**config.mk**
```make
export PLATFORM = sky130hd
export DESIGN_NAME = irq_route_top
export DESIGN_NICKNAME = d
export VERILOG_FILES = /design/src/rtl/irq_route_pkg.sv /design/src/rtl/irq_route_regs.sv /design/src/rtl/irq_route_xbar.sv /design/src/rtl/irq_route_wake.sv /design/src/rtl/irq_route_top.sv
export SDC_FILE = /design/constraint.sdc
export NUM_CORES = 1
export LEC_CHECK = 0
export BUFFER_PORTS_ARGS = -buffer_cell sky130_fd_sc_hd__buf_2
export CAP_MARGIN = 20
export CELL_PAD_IN_SITES_DETAIL_PLACEMENT = 1
export CELL_PAD_IN_SITES_GLOBAL_PLACEMENT = 1
export CORE_UTILIZATION = 40
export DETAILED_ROUTE_END_ITERATION = 16
export PLACE_DENSITY = 0.75
export SLEW_MARGIN = 5
export SYNTH_ARGS = -nofsm -noshare
export SYNTH_HDL_FRONTEND = slang
export SYNTH_SLANG_ARGS = --single-unit
```
**constraint.sdc**
```tcl
create_clock -name clk_i -period 5.41 [get_ports clk_i]
set_input_delay 0.2705 -clock clk_i [delete_from_list [all_inputs] [get_ports clk_i]]
set_output_delay 0.2705 -clock clk_i [all_outputs]
set_load 0.005 [all_outputs]
```
**src/rtl/irq_route_pkg.sv**
```systemverilog
package irq_route_pkg;
  localparam int DATA_W   = 32;
  localparam int NUM_SRC  = DATA_W;
  localparam int NUM_CH   = 9;
  localparam int SEL_W    = 4;
  localparam int ADDR_W   = 4;
  localparam int FLD_PER  = DATA_W / SEL_W;
  localparam int NUM_MAP  = NUM_SRC / FLD_PER;
  localparam int SRC_GRP  = 4;

  localparam logic [ADDR_W-1:0] A_ENA   = 4'd0;
  localparam logic [ADDR_W-1:0] A_WAKE  = 4'd1;
  localparam logic [ADDR_W-1:0] A_STAT  = 4'd2;
  localparam int                MAP_BASE = 4;

  typedef logic [NUM_SRC-1:0][SEL_W-1:0] sel_arr_t;

  function automatic logic [SEL_W-1:0] default_sel(input int src);
    int v;
    v = src / SRC_GRP;
    if (v > NUM_CH - 1) v = NUM_CH - 1;
    return SEL_W'(v);
  endfunction
endpackage

```
**src/rtl/irq_route_regs.sv**
```systemverilog
module irq_route_regs
  import irq_route_pkg::*;
(
  input  logic               clk_i,
  input  logic               rst_ni,
  input  logic               wr_en_i,
  input  logic [ADDR_W-1:0]  addr_i,
  input  logic [DATA_W-1:0]  wdata_i,
  input  logic [NUM_SRC-1:0] irq_i,
  output logic [DATA_W-1:0]  rdata_o,
  output logic [NUM_SRC-1:0] ena_o,
  output logic [NUM_SRC-1:0] wmask_o,
  output sel_arr_t           sel_o
);
  logic [NUM_SRC-1:0] ena_q, wmask_q;
  sel_arr_t           sel_q;
  logic [NUM_MAP-1:0][DATA_W-1:0] map_word;

  always_ff @(posedge clk_i or negedge rst_ni) begin
    if (!rst_ni) begin
      ena_q   <= '0;
      wmask_q <= '0;
    end else if (wr_en_i) begin
      if (addr_i == A_ENA)  ena_q   <= wdata_i;
      if (addr_i == A_WAKE) wmask_q <= wdata_i;
    end
  end

  for (genvar r = 0; r < NUM_MAP; r++) begin : g_map
    localparam logic [ADDR_W-1:0] A_R = ADDR_W'(MAP_BASE + r);
    for (genvar f = 0; f < FLD_PER; f++) begin : g_fld
      localparam int S = r * FLD_PER + f;
      always_ff @(posedge clk_i or negedge rst_ni) begin
        if (!rst_ni) sel_q[S] <= default_sel(S);
        else if (wr_en_i && addr_i == A_R) sel_q[S] <= wdata_i[f*SEL_W +: SEL_W];
      end
      assign map_word[r][f*SEL_W +: SEL_W] = sel_q[S];
    end
  end

  always_comb begin
    rdata_o = '0;
    if (addr_i == A_ENA)  rdata_o = ena_q;
    if (addr_i == A_WAKE) rdata_o = wmask_q;
    if (addr_i == A_STAT) rdata_o = irq_i;
    for (int r = 0; r < NUM_MAP; r++)
      if (addr_i == ADDR_W'(MAP_BASE + r)) rdata_o = map_word[r];
  end

  assign ena_o   = ena_q;
  assign wmask_o = wmask_q;
  assign sel_o   = sel_q;

  // the status address never alters stored configuration
  a_r8_stat_write_inert: assert property (@(posedge clk_i) disable iff (!rst_ni)
    (wr_en_i && addr_i == A_STAT) |=> ($stable(ena_q) && $stable(wmask_q) && $stable(sel_q)));
endmodule

```
**src/rtl/irq_route_xbar.sv**
```systemverilog
module irq_route_xbar
  import irq_route_pkg::*;
(
  input  logic               clk_i,
  input  logic               rst_ni,
  input  logic [NUM_SRC-1:0] irq_i,
  input  logic [NUM_SRC-1:0] ena_i,
  input  sel_arr_t           sel_i,
  output logic [NUM_CH-1:0]  ch_o
);
  logic [NUM_SRC-1:0]              live;
  logic [NUM_CH-1:0][NUM_SRC-1:0]  route;
  logic [NUM_CH-1:0]               hit;
  logic [NUM_CH-1:0]               ch_q;

  assign live = irq_i & ena_i;

  for (genvar c = 0; c < NUM_CH; c++) begin : g_ch
    for (genvar s = 0; s < NUM_SRC; s++) begin : g_src
      assign route[c][s] = (sel_i[s] == SEL_W'(c));
    end
    assign hit[c] = |(live & route[c]);
  end

  // registered so a selector rewrite cannot glitch other channels
  always_ff @(posedge clk_i or negedge rst_ni) begin
    if (!rst_ni) ch_q <= '0;
    else         ch_q <= hit;
  end

  assign ch_o = ch_q;
endmodule

```
**src/rtl/irq_route_wake.sv**
```systemverilog
module irq_route_wake
  import irq_route_pkg::*;
(
  input  logic               clk_i,
  input  logic               rst_ni,
  input  logic [NUM_SRC-1:0] irq_i,
  input  logic [NUM_SRC-1:0] wmask_i,
  output logic               wake_o
);
  logic wake_q;

  always_ff @(posedge clk_i or negedge rst_ni) begin
    if (!rst_ni) wake_q <= 1'b0;
    else         wake_q <= |(irq_i & wmask_i);
  end

  assign wake_o = wake_q;
endmodule

```
**src/rtl/irq_route_top.sv**
```systemverilog
module irq_route_top
  import irq_route_pkg::*;
(
  input  logic               clk_i,
  input  logic               rst_ni,
  input  logic [NUM_SRC-1:0] irq_i,
  input  logic               wr_en_i,
  input  logic [ADDR_W-1:0]  addr_i,
  input  logic [DATA_W-1:0]  wdata_i,
  output logic [DATA_W-1:0]  rdata_o,
  output logic [NUM_CH-1:0]  ch_o,
  output logic               wake_o
);
  logic [NUM_SRC-1:0] ena_w, wmask_w;
  sel_arr_t           sel_w;

  irq_route_regs u_regs (
    .clk_i, .rst_ni, .wr_en_i, .addr_i, .wdata_i, .irq_i,
    .rdata_o, .ena_o(ena_w), .wmask_o(wmask_w), .sel_o(sel_w)
  );

  irq_route_xbar u_xbar (
    .clk_i, .rst_ni, .irq_i, .ena_i(ena_w), .sel_i(sel_w), .ch_o
  );

  irq_route_wake u_wake (
    .clk_i, .rst_ni, .irq_i, .wmask_i(wmask_w), .wake_o
  );

  // nothing enabled and active means no channel next cycle
  a_r2_masked_quiet: assert property (@(posedge clk_i) disable iff (!rst_ni)
    ((irq_i & ena_w) == '0) |=> (ch_o == '0));

  // each source drives at most one channel
  a_r3_one_channel_each: assert property (@(posedge clk_i) disable iff (!rst_ni)
    1'b1 |=> ($countones(ch_o) <= $countones($past(irq_i & ena_w))));

  // wake follows masked requests, ignoring enables
  a_r7_wake_set: assert property (@(posedge clk_i) disable iff (!rst_ni)
    (|(irq_i & wmask_w)) |=> wake_o);
  a_r7_wake_clr: assert property (@(posedge clk_i) disable iff (!rst_ni)
    !(|(irq_i & wmask_w)) |=> !wake_o);

  // unchanged inputs and mapping keep channels steady
  a_r10_steady: assert property (@(posedge clk_i) disable iff (!rst_ni)
    ($stable(irq_i) && $stable(ena_w) && $stable(sel_w)) |=> $stable(ch_o));
endmodule

```
### After elaboration in Yosys (flattened, before gate mapping)

Index checks and enable logic that the tools add are counted.

| operators by class | value |
|---|---|
| equality and inequality tests | 262 |
| muxes and demuxes | 7 |
| bitwise gates (word level) | 11 |
| reduce and logical (&&, ||, !) cells | 49 |

Operator list:

| operator | number |
|---|---|
| 4-bit by 3-bit == test with 1-bit output, second input constant | 132 |
| 32-bit bitwise AND | 11 |
| 32-bit OR reduction | 10 |
| 4-bit by 2-bit == test with 1-bit output, second input constant | 65 |
| 32-bit 2-to-1 mux | 7 |
| 4-bit by 1-bit == test with 1-bit output, second input constant | 33 |
| 4-bit logical NOT | 33 |
| 4-bit == test, second input constant | 32 |
| 1-bit logical AND | 4 |
| 2-bit AND reduction | 2 |

| storage, ports and cells | value |
|---|---|
| bits in registers | 202 |
| input port bits | 71 |
| output and inout port bits | 42 |
| word-level logic and storage cells | 365 |

### Logic depth before layout (Yosys ltp)

Gate-level depths: netlist of the first run.

| depth | value |
|---|---|
| depth in word-level cells | 8 |
| mapped depth | 8 |
| depth with buffers taken out | 5 |

### By module

A second synthesis of the first run with hierarchy kept.

| unflattened totals | value |
|---|---|
| cell total of the unflattened synthesis | 1261 |
| area, all modules | 13668.1 um^2 |

By module, submodules not included:

| module | instances | cells each | area an instance (um^2) | seq. area each (um^2) |
|---|---|---|---|---|
| irq_route_regs | 1 | 730 | 10023.4 | 4864.7 |
| irq_route_xbar | 1 | 509 | 3462.1 | 225.2 |
| irq_route_wake | 1 | 22 | 182.7 | 25.0 |

### Worst setup path after synthesis of the first run

OpenSTA, ideal clock, no wires.

| path | value |
|---|---|
| path kind | input port to output port |
| start point | input port addr_i[0] |
| end point | output port rdata_o[17] |
| data arrival time | 1.581 ns |
| setup slack | 3.559 ns |
| stages on the path | 6 |
| buffers on the path | 3 |
| cell sequence | buf_2 -> buf_4 -> buf_2 -> mux2_2 -> a222oi_1 -> o21ai_0 |

| between the ends | value |
|---|---|
| cells in the longest elaborated chain, start to end | 8 |
| elaborated cells on any way between the ends | 14 |

Ends and longest elaborated chain:

| element | line | RTL |
|---|---|---|
| start, declared | irq_route_top.sv:8 | `input logic [ADDR_W-1:0] addr_i,` |
| 4-bit logical NOT | irq_route_regs.sv:43 | `if (addr_i == A_ENA) rdata_o = ena_q;` |
| 32-bit 2-to-1 mux | irq_route_regs.sv:43 |  |
| 32-bit 2-to-1 mux | irq_route_regs.sv:44 | `if (addr_i == A_WAKE) rdata_o = wmask_q;` |
| 32-bit 2-to-1 mux | irq_route_regs.sv:45 | `if (addr_i == A_STAT) rdata_o = irq_i;` |
| 32-bit 2-to-1 mux (3 in series) | irq_route_regs.sv:47 | `if (addr_i == ADDR_W'(MAP_BASE + r)) rdata_o = map_word[r];` |
| 32-bit 2-to-1 mux (*) | irq_route_regs.sv:47 |  |
| end, declared | irq_route_top.sv:10 | `output logic [DATA_W-1:0] rdata_o,` |

Every way passes the cells marked *; elsewhere a longest branch is shown, timed or not.

### Worst setup path after layout of the first run

| path | value |
|---|---|
| start point | input port addr_i[1] |
| end point | output port rdata_o[26] |

The elaborated chain is that of the path after synthesis.

==> flow_summary.json, run 1 <==
{
  "post_synthesis_net_count": 1303,
  "fmax_mhz": 318.7,
  "final.setup.tns_ps": 0,
  "drtAntennaViolNets": 0,
  "synth-edff-count": 0,
  "critical_path_required_ps": 5140,
  "layout.cells.non_filler": 1723,
  "cts_buffer_depth": 3,
  "first_drt_pass_iteration_count": 5,
  "dp_hpwl_um": 53070,
  "globalplace.congestion": 1.000,
  "min_from": "wdata_i[28]",
  "antenna_violations_before_repair": 2,
  "finalNetCount": 1380,
  "total_power_mw": 6.083,
  "timing.slew.headroom_pct": 21.85,
  "synthesis.instances": 1232,
  "final_layout_size_suffix_gt1_share_pct": 31.05,
  "yosys_warnings": 0,
  "detail_route.wirelength_um": 69340,
  "top_level_ports": 113,
  "flop_and_latch_count_out_of_synthesis": 202,
  "timing.clock.skew_ps": 10.91,
  "ctsHoldBuffers": 2,
  "finalWorstPathRequiredPeriod_ps": 3137,
  "finish.utilization_pct": 46.70,
  "ctsRootBufferMaster": "clkbuf_16",
  "post_cts_buffers": 0,
  "maxCapViolCount": 0,
  "cp_max_fo": 24,
  "finalHoldViolCount": 0,
  "clk_pin_slew_worst_paths_ps": 60,
  "outcome": "finished, final reports clean",
  "grt_util_all_layers_pct": 42.39,
  "yosys.cell_types.count": 59,
  "clock-sinks": 202,
  "synth-main-ff-cell": "dfrtp_1",
  "placement.io_buffers": 112,
  "endpoint_class_of_the_critical_path": "output port",
  "power_leakage_nw": 5.857,
  "placement_rows": 64,
  "cts_inserted_buffers": 24,
  "timing_worst_slew_pin_value_ps": 1172,
  "ys_seq_area_share_pct": 40.32,
  "area_of_the_die_um2": 32430,
  "globalRouteOverflowTotal": 0,
  "critical_path_launch_point_type": "input port",
  "grt_start_max_net_pins": 138,
  "die_w_um": 180.1,
  "dieHeight_um": 180.1,
  "power_density_nw_per_um2": 421.5,
  "via_count": 12630,
  "via_count_of_the_first_global_routing_pass": 12330,
  "final-setup-viol-count": 0,
  "timing.hold.worst.class": "input port to flop",
  "final-max-slew-violation-count": 0,
  "cp.arrival_ps": 2870,
  "area_growth_pct": 13.77,
  "synth-async-reset-ratio_pct": 100.0,
  "avgViaCountPerCell": 7.333,
  "floorplan.initialDensity_pct": 41.05,
  "cts-resized-gates": 0,
  "route.detailed.wl_per_inst_um": 40.24,
  "postSynthAreaPerCell_um2": 10.30,
  "worstSkewPairLatency_ps": 560,
  "worst_r2r_startpoint": "u_regs.sel_o[88]$_DFFE_PN1P_",
  "rsz0062_at_grt": "no",
  "tritoncts": "done",
  "coreArea_um2": 30910,
  "post_route_drc": 0,
  "worst_setup_path_startpoint": "addr_i[1]",
  "cell_count_after_placement": 1677,
  "dr.first_iter.drc_count": 1579,
  "syn-cell-area_um2": 12690,
  "timing.final.crit_share_pct": 57.99,
  "critPathKind": "input port to output port",
  "global_route_wire_length_before_repair_um": 96830,
  "h-tree-depth": 1,
  "antenna_cells_inserted": 0,
  "vdd_ir_drop_max_mv": 0.3177
}
==> cell usage after synthesis, types with 11 or more instances <==
library cell  number  area (um^2)
buf_2             23        115.1
dfstp_2           48         1261
nor4_1            37        231.5
dfrtp_1          154         3854
nor3b_1           14        105.1
mux2i_1           57        570.6
mux2_2           155         1745
o32ai_1           24        210.2
nand2_1           61        229.0
nor3_1            94        470.5
a2bb2oi_1         20        175.2
clkbuf_1          45        168.9
nand4b_1          43        376.6
o22ai_1           36        225.2
o21ai_0           79        395.4
nand3_1           19        95.09
nand4_1           18        112.6
a22oi_1           12        90.09
or4_1             11        82.58
inv_1             18        67.56
nor2_1            37        138.9
mux2_4            30        450.4
nand4bb_1         13        146.4
nand2b_1          39        244.0
a21oi_1           31        155.2
==> cell families (layout without fill, tap and decap cells) <==
group / after synthesis / in the layout / synth area share (%)
AND/OR/NAND/NOR: 435 / 435 / 20.97
AO/OA/AOI/OAI: 252 / 252 / 13.23
multiplexers: 245 / 245 / 22.07
flip-flops: 202 / 202 / 40.32
buffers and inverters: 98 / 193 / 3.422
==> sequential cells by signal (all words and copies together), names as in the netlist <==
| register | count |
|---|---|
| u_wake.wake_o | 1 |
| u_regs.wmask_o | 32 |
| u_xbar.ch_o | 9 |
| u_regs.ena_o | 32 |
| u_regs.sel_o | 128 |
==> power breakdown <==
group          leakage (nW)  internal, mW  total [mW]  switching (mW)
clock                 0.410          1.06        1.77           0.708
sequential             2.39          1.95        2.82           0.879
combinational          3.06         0.689        1.49           0.804
total                  5.86          3.69        6.08            2.39
==> placed cells by master, fill, tap and decap left out, types with 31 or more instances in the layout <==
master,synthesis,layout
nand2_1,61,61
nand2b_1,39,39
dfrtp_1,154,154
nor2_1,37,37
nand4b_1,43,43
mux2_2,155,155
buf_2,23,110
o21ai_0,79,79
a21oi_1,31,31
o22ai_1,36,36
nor3_1,94,94
nor4_1,37,37
dfstp_2,48,48
mux2i_1,57,57
==> final timing paths <==
kind	end	slack, ps	depth (start not counted)
hold / removal	u_regs.wmask_o[28]$_DFFE_PN0P_	30	2
setup / recovery	rdata_o[26]	2270	9
max in group asynchronous	u_regs.sel_o[123]$_DFFE_PN0P_	3890	3
hold reg to reg	u_regs.wmask_o[18]$_DFFE_PN0P_	560	1
setup reg to reg	u_xbar.ch_o[8]$_DFF_PN0_	2670	5
min in group asynchronous	u_regs.sel_o[2]$_DFFE_PN0P_	290	2
==> per-layer routing <==
metal | track usage [%] | up-vias | part of all wire, %
met2 | 65.34 | 886 | 44
met5 | 0 | - | 0.025
met1 | 58.26 | 6600 | 41
met3 | 6.669 | 171 | 9.3
li1 | - | 4975 | -
met4 | 20.41 | 2 | 5.7
==> cell type report <==
type	count	area (um^2)
fillers	3399	16480
repair buffers	131	732.0
well taps	396	495.5
clock inverters	10	181.4
clock buffers	34	668.1
flip-flops and latches	202	5115
multi-input cells	932	7174
inverters	18	67.56
==> stage by stage <==
step	hold slack [ps]	instance area (um^2)	setup WS [ps]
after global routing	38.40	14430	2223
after CTS	10.16	14430	2353
after global placement	296.4	13560	2363
after floorplan	-25.09	12690	3559
after detailed placement	319.9	13560	2335
final	30.94	14430	2273
==> worst max-delay path: stages <==
cell       delay [ps]
buf_2             370
buf_4             470
nor2b_2           250
buf_4             210
a2bb2oi_1          80
o21ai_0           700
o21ai_0           230
o21ai_0           140
buf_2             140
Power figures use the tool's default switching activity.
==> run 2, diff against run 1 <==
- ABC_AREA: default -> 1
- PLACE_DENSITY: 0.75 -> 0.82
- clock period: 5.41 -> 3.3 ns (I/O delays scaled with it)
==> run 2 against run 1 <==
Against the previous run:
- sequential cell count stayed put
- hold slack worse by 9.1 ps
- register-to-register slack worse by 1200 ps
- clock-buffer cell count stayed put
- power is 45% higher
==> flow_summary.json, run 2 <==
{
  "filler_cell_count": 4375,
  "globalplace.congestion": 1.039,
  "largest_register_ffs": 128,
  "timing.hold.worst.class": "input port to flop",
  "endpoint_class_of_the_critical_path": "output port",
  "dr.first_iter.drc_count": 1310,
  "final_layout_size_suffix_gt1_share_pct": 10.34,
  "h-tree-depth": 1,
  "yosys.cell_types.count": 21,
  "via_count_of_the_first_global_routing_pass": 14370,
  "antenna_violations_before_repair": 0,
  "cp_max_fo": 18,
  "cts_inserted_buffers": 24,
  "detail_route.wirelength_um": 58900,
  "ctsRootBufferMaster": "clkbuf_16",
  "synthesis.instances": 2077,
  "rsz0062_at_grt": "no",
  "synth-edff-count": 0,
  "timing.final.crit_share_pct": 64.22,
  "cts-resized-gates": 0,
  "global_route_wire_length_before_repair_um": 88130,
  "finalWorstPathRequiredPeriod_ps": 2119,
  "final_common_cell": "nand2_1",
  "post_cts_buffers": 0,
  "coreArea_um2": 31720,
  "yosys_warnings": 0,
  "cts_buffer_depth": 3,
  "synth-async-reset-ratio_pct": 100.0,
  "layout.cells.non_filler": 2609,
  "cell_count_after_placement": 2550,
  "postSynthAreaPerCell_um2": 6.254,
  "post_synthesis_net_count": 2148,
  "globalRouteOverflowTotal": 0,
  "clk_pin_slew_worst_paths_ps": 60,
  "synth-main-ff-cell": "dfrtp_1",
  "dp_hpwl_um": 46660,
  "most-common-layout-cells": "nand2_1 (653), nor2_1 (351), nand3_1 (330)",
  "dieHeight_um": 182.2,
  "cell_types_occupying_the_most_area_after_synthesis": "dfrtp_1 (30%), nand2_1 (19%), nand3_1 (13%)",
  "post-synth-top-count-cell": "nand2_1",
  "placement.io_buffers": 112,
  "area_growth_pct": 14.94,
  "synth.top_cell.area_share_pct": 29.67,
  "clock-sinks": 202,
  "post_synth_most_frequent_cells": "nand2_1 (656), nor2_1 (353), nand3_1 (330), inv_1 (205), o21ai_0 (162)",
  "grt_util_all_layers_pct": 35.74,
  "die_w_um": 182.2,
  "critical_path_launch_point_type": "input port",
  "final-max-slew-violation-count": 0,
  "layout.area.seq_um2": 5115,
  "timing_worst_slew_pin_value_ps": 664.0,
  "top_level_ports": 113,
  "power_density_nw_per_um2": 591.3,
  "vdd_ir_drop_max_mv": 0.4136,
  "drtAntennaViolNets": 0,
  "avgViaCountPerCell": 5.691,
  "final-setup-viol-count": 0,
  "timing.clock.skew_ps": 31.52,
  "timing.slew.headroom_pct": 55.69,
  "worstSkewPairLatency_ps": 570,
  "power_leakage_nw": 8.020,
  "final.setup.tns_ps": 0,
  "route.detailed.wl_per_inst_um": 22.58,
  "via_count": 14850,
  "area_of_the_die_um2": 33200,
  "placement_rows": 65,
  "finalNetCount": 2259,
  "tritoncts": "done",
  "grt_start_max_net_pins": 105,
  "maxCapViolCount": 0,
  "first_drt_pass_iteration_count": 5,
  "fmax_mhz": 471.9,
  "floorplan.initialDensity_pct": 40.95,
  "finalHoldViolCount": 0,
  "critical_path_required_ps": 3130,
  "multi_input_comb_area_um2": 6795,
  "critPathKind": "input port to output port",
  "synth_top_area_cell": "dfrtp_1",
  "post_route_drc": 0,
  "syn-cell-area_um2": 12990,
  "cp.arrival_ps": 1950,
  "finish.utilization_pct": 47.07,
  "ys_seq_area_share_pct": 39.38,
  "outcome": "finished, final reports clean",
  "flop_and_latch_count_out_of_synthesis": 202
}
## run 2: layer usage
| layer | vias up | share of wire, % | track usage [%] |
|---|---|---|---|
| met5 | - | 0 | 0 |
| met4 | 0 | 3.4 | 11.36 |
| met3 | 103 | 10 | 7.603 |
| met2 | 620 | 42 | 52.84 |
| met1 | 7277 | 44 | 51.78 |
| li1 | 6847 | - | - |
## run 2: critical path, stage by stage
cell	delay, ps
buf_2	130
inv_2	70
nor2_1	80
nand2_1	130
inv_1	520
buf_4	350
nand2_1	90
nand3_1	70
nor2_1	40
nand4_1	120
buf_2	150
## run 2: stage by stage
step | setup WS (ps) | hold slack [ps] | instance area, um^2 | total power, mW
final | 1181 | 21.83 | 14930 | 8.828
after global routing | 1122 | 36.43 | 14930 | 9.261
after CTS | 1190 | 11.56 | 14930 | 8.779
after detailed placement | 1243 | 120.1 | 14020 | 6.111
after global placement | 1254 | 119.5 | 14020 | 5.970
after floorplan | 2023 | -130.6 | 12990 | 4.997
## run 2: final cells by class
cell class	count	area share, %
timing repair buffer	146	6.092
tap	402	3.369
clock buffer	34	4.408
clock inverter	10	0.7123
multi-input combinational	1590	45.51
inverter	224	5.631
sequential	202	34.26
antenna	1	0.01676
## run 2: power breakdown
group          switching [mW]  leakage [nW]  internal, mW
Clock                    1.17         0.373          1.48
Sequential              0.797          2.45          3.11
Combinational            1.58          5.19         0.692
## run 2: timing repair
action / in CTS / in global routing
hold buffers: 14 / 0
endpoints found under the hold margin: 124 / 0
endpoints found under the setup margin: 0 / 0
## run 2: cell families (layout without fill, tap and decap cells)
| family | count (synthesis) | after routing | synth area share (%) |
|---|---|---|---|
| AO/OA/AOI/OAI | 204 | 204 | 7.975 |
| buffers and inverters | 285 | 414 | 8.409 |
| flip-flops | 202 | 202 | 39.38 |
| other | 0 | 1 | 0 |
| AND/OR/NAND/NOR | 1386 | 1386 | 44.24 |
## run 2: final timing paths
| path | startpoint | to | slack (ps) | cells past startpoint |
|---|---|---|---|---|
| max | addr_i[0] | rdata_o[19] | 1180 | 11 |
| min reg2reg | u_regs.wmask_o[22]$_DFFE_PN0P_ | u_regs.wmask_o[22]$_DFFE_PN0P_ | 490 | 2 |
| max in group asynchronous | rst_ni | u_regs.sel_o[27]$_DFFE_PN0P_ | 2290 | 3 |
| max reg2reg | u_regs.ena_o[6]$_DFFE_PN0P_ | u_xbar.ch_o[5]$_DFF_PN0_ | 1460 | 8 |
| min | wdata_i[2] | u_regs.sel_o[34]$_DFFE_PN0P_ | 20 | 3 |
| min in group asynchronous | rst_ni | u_regs.sel_o[34]$_DFFE_PN0P_ | 100 | 2 |
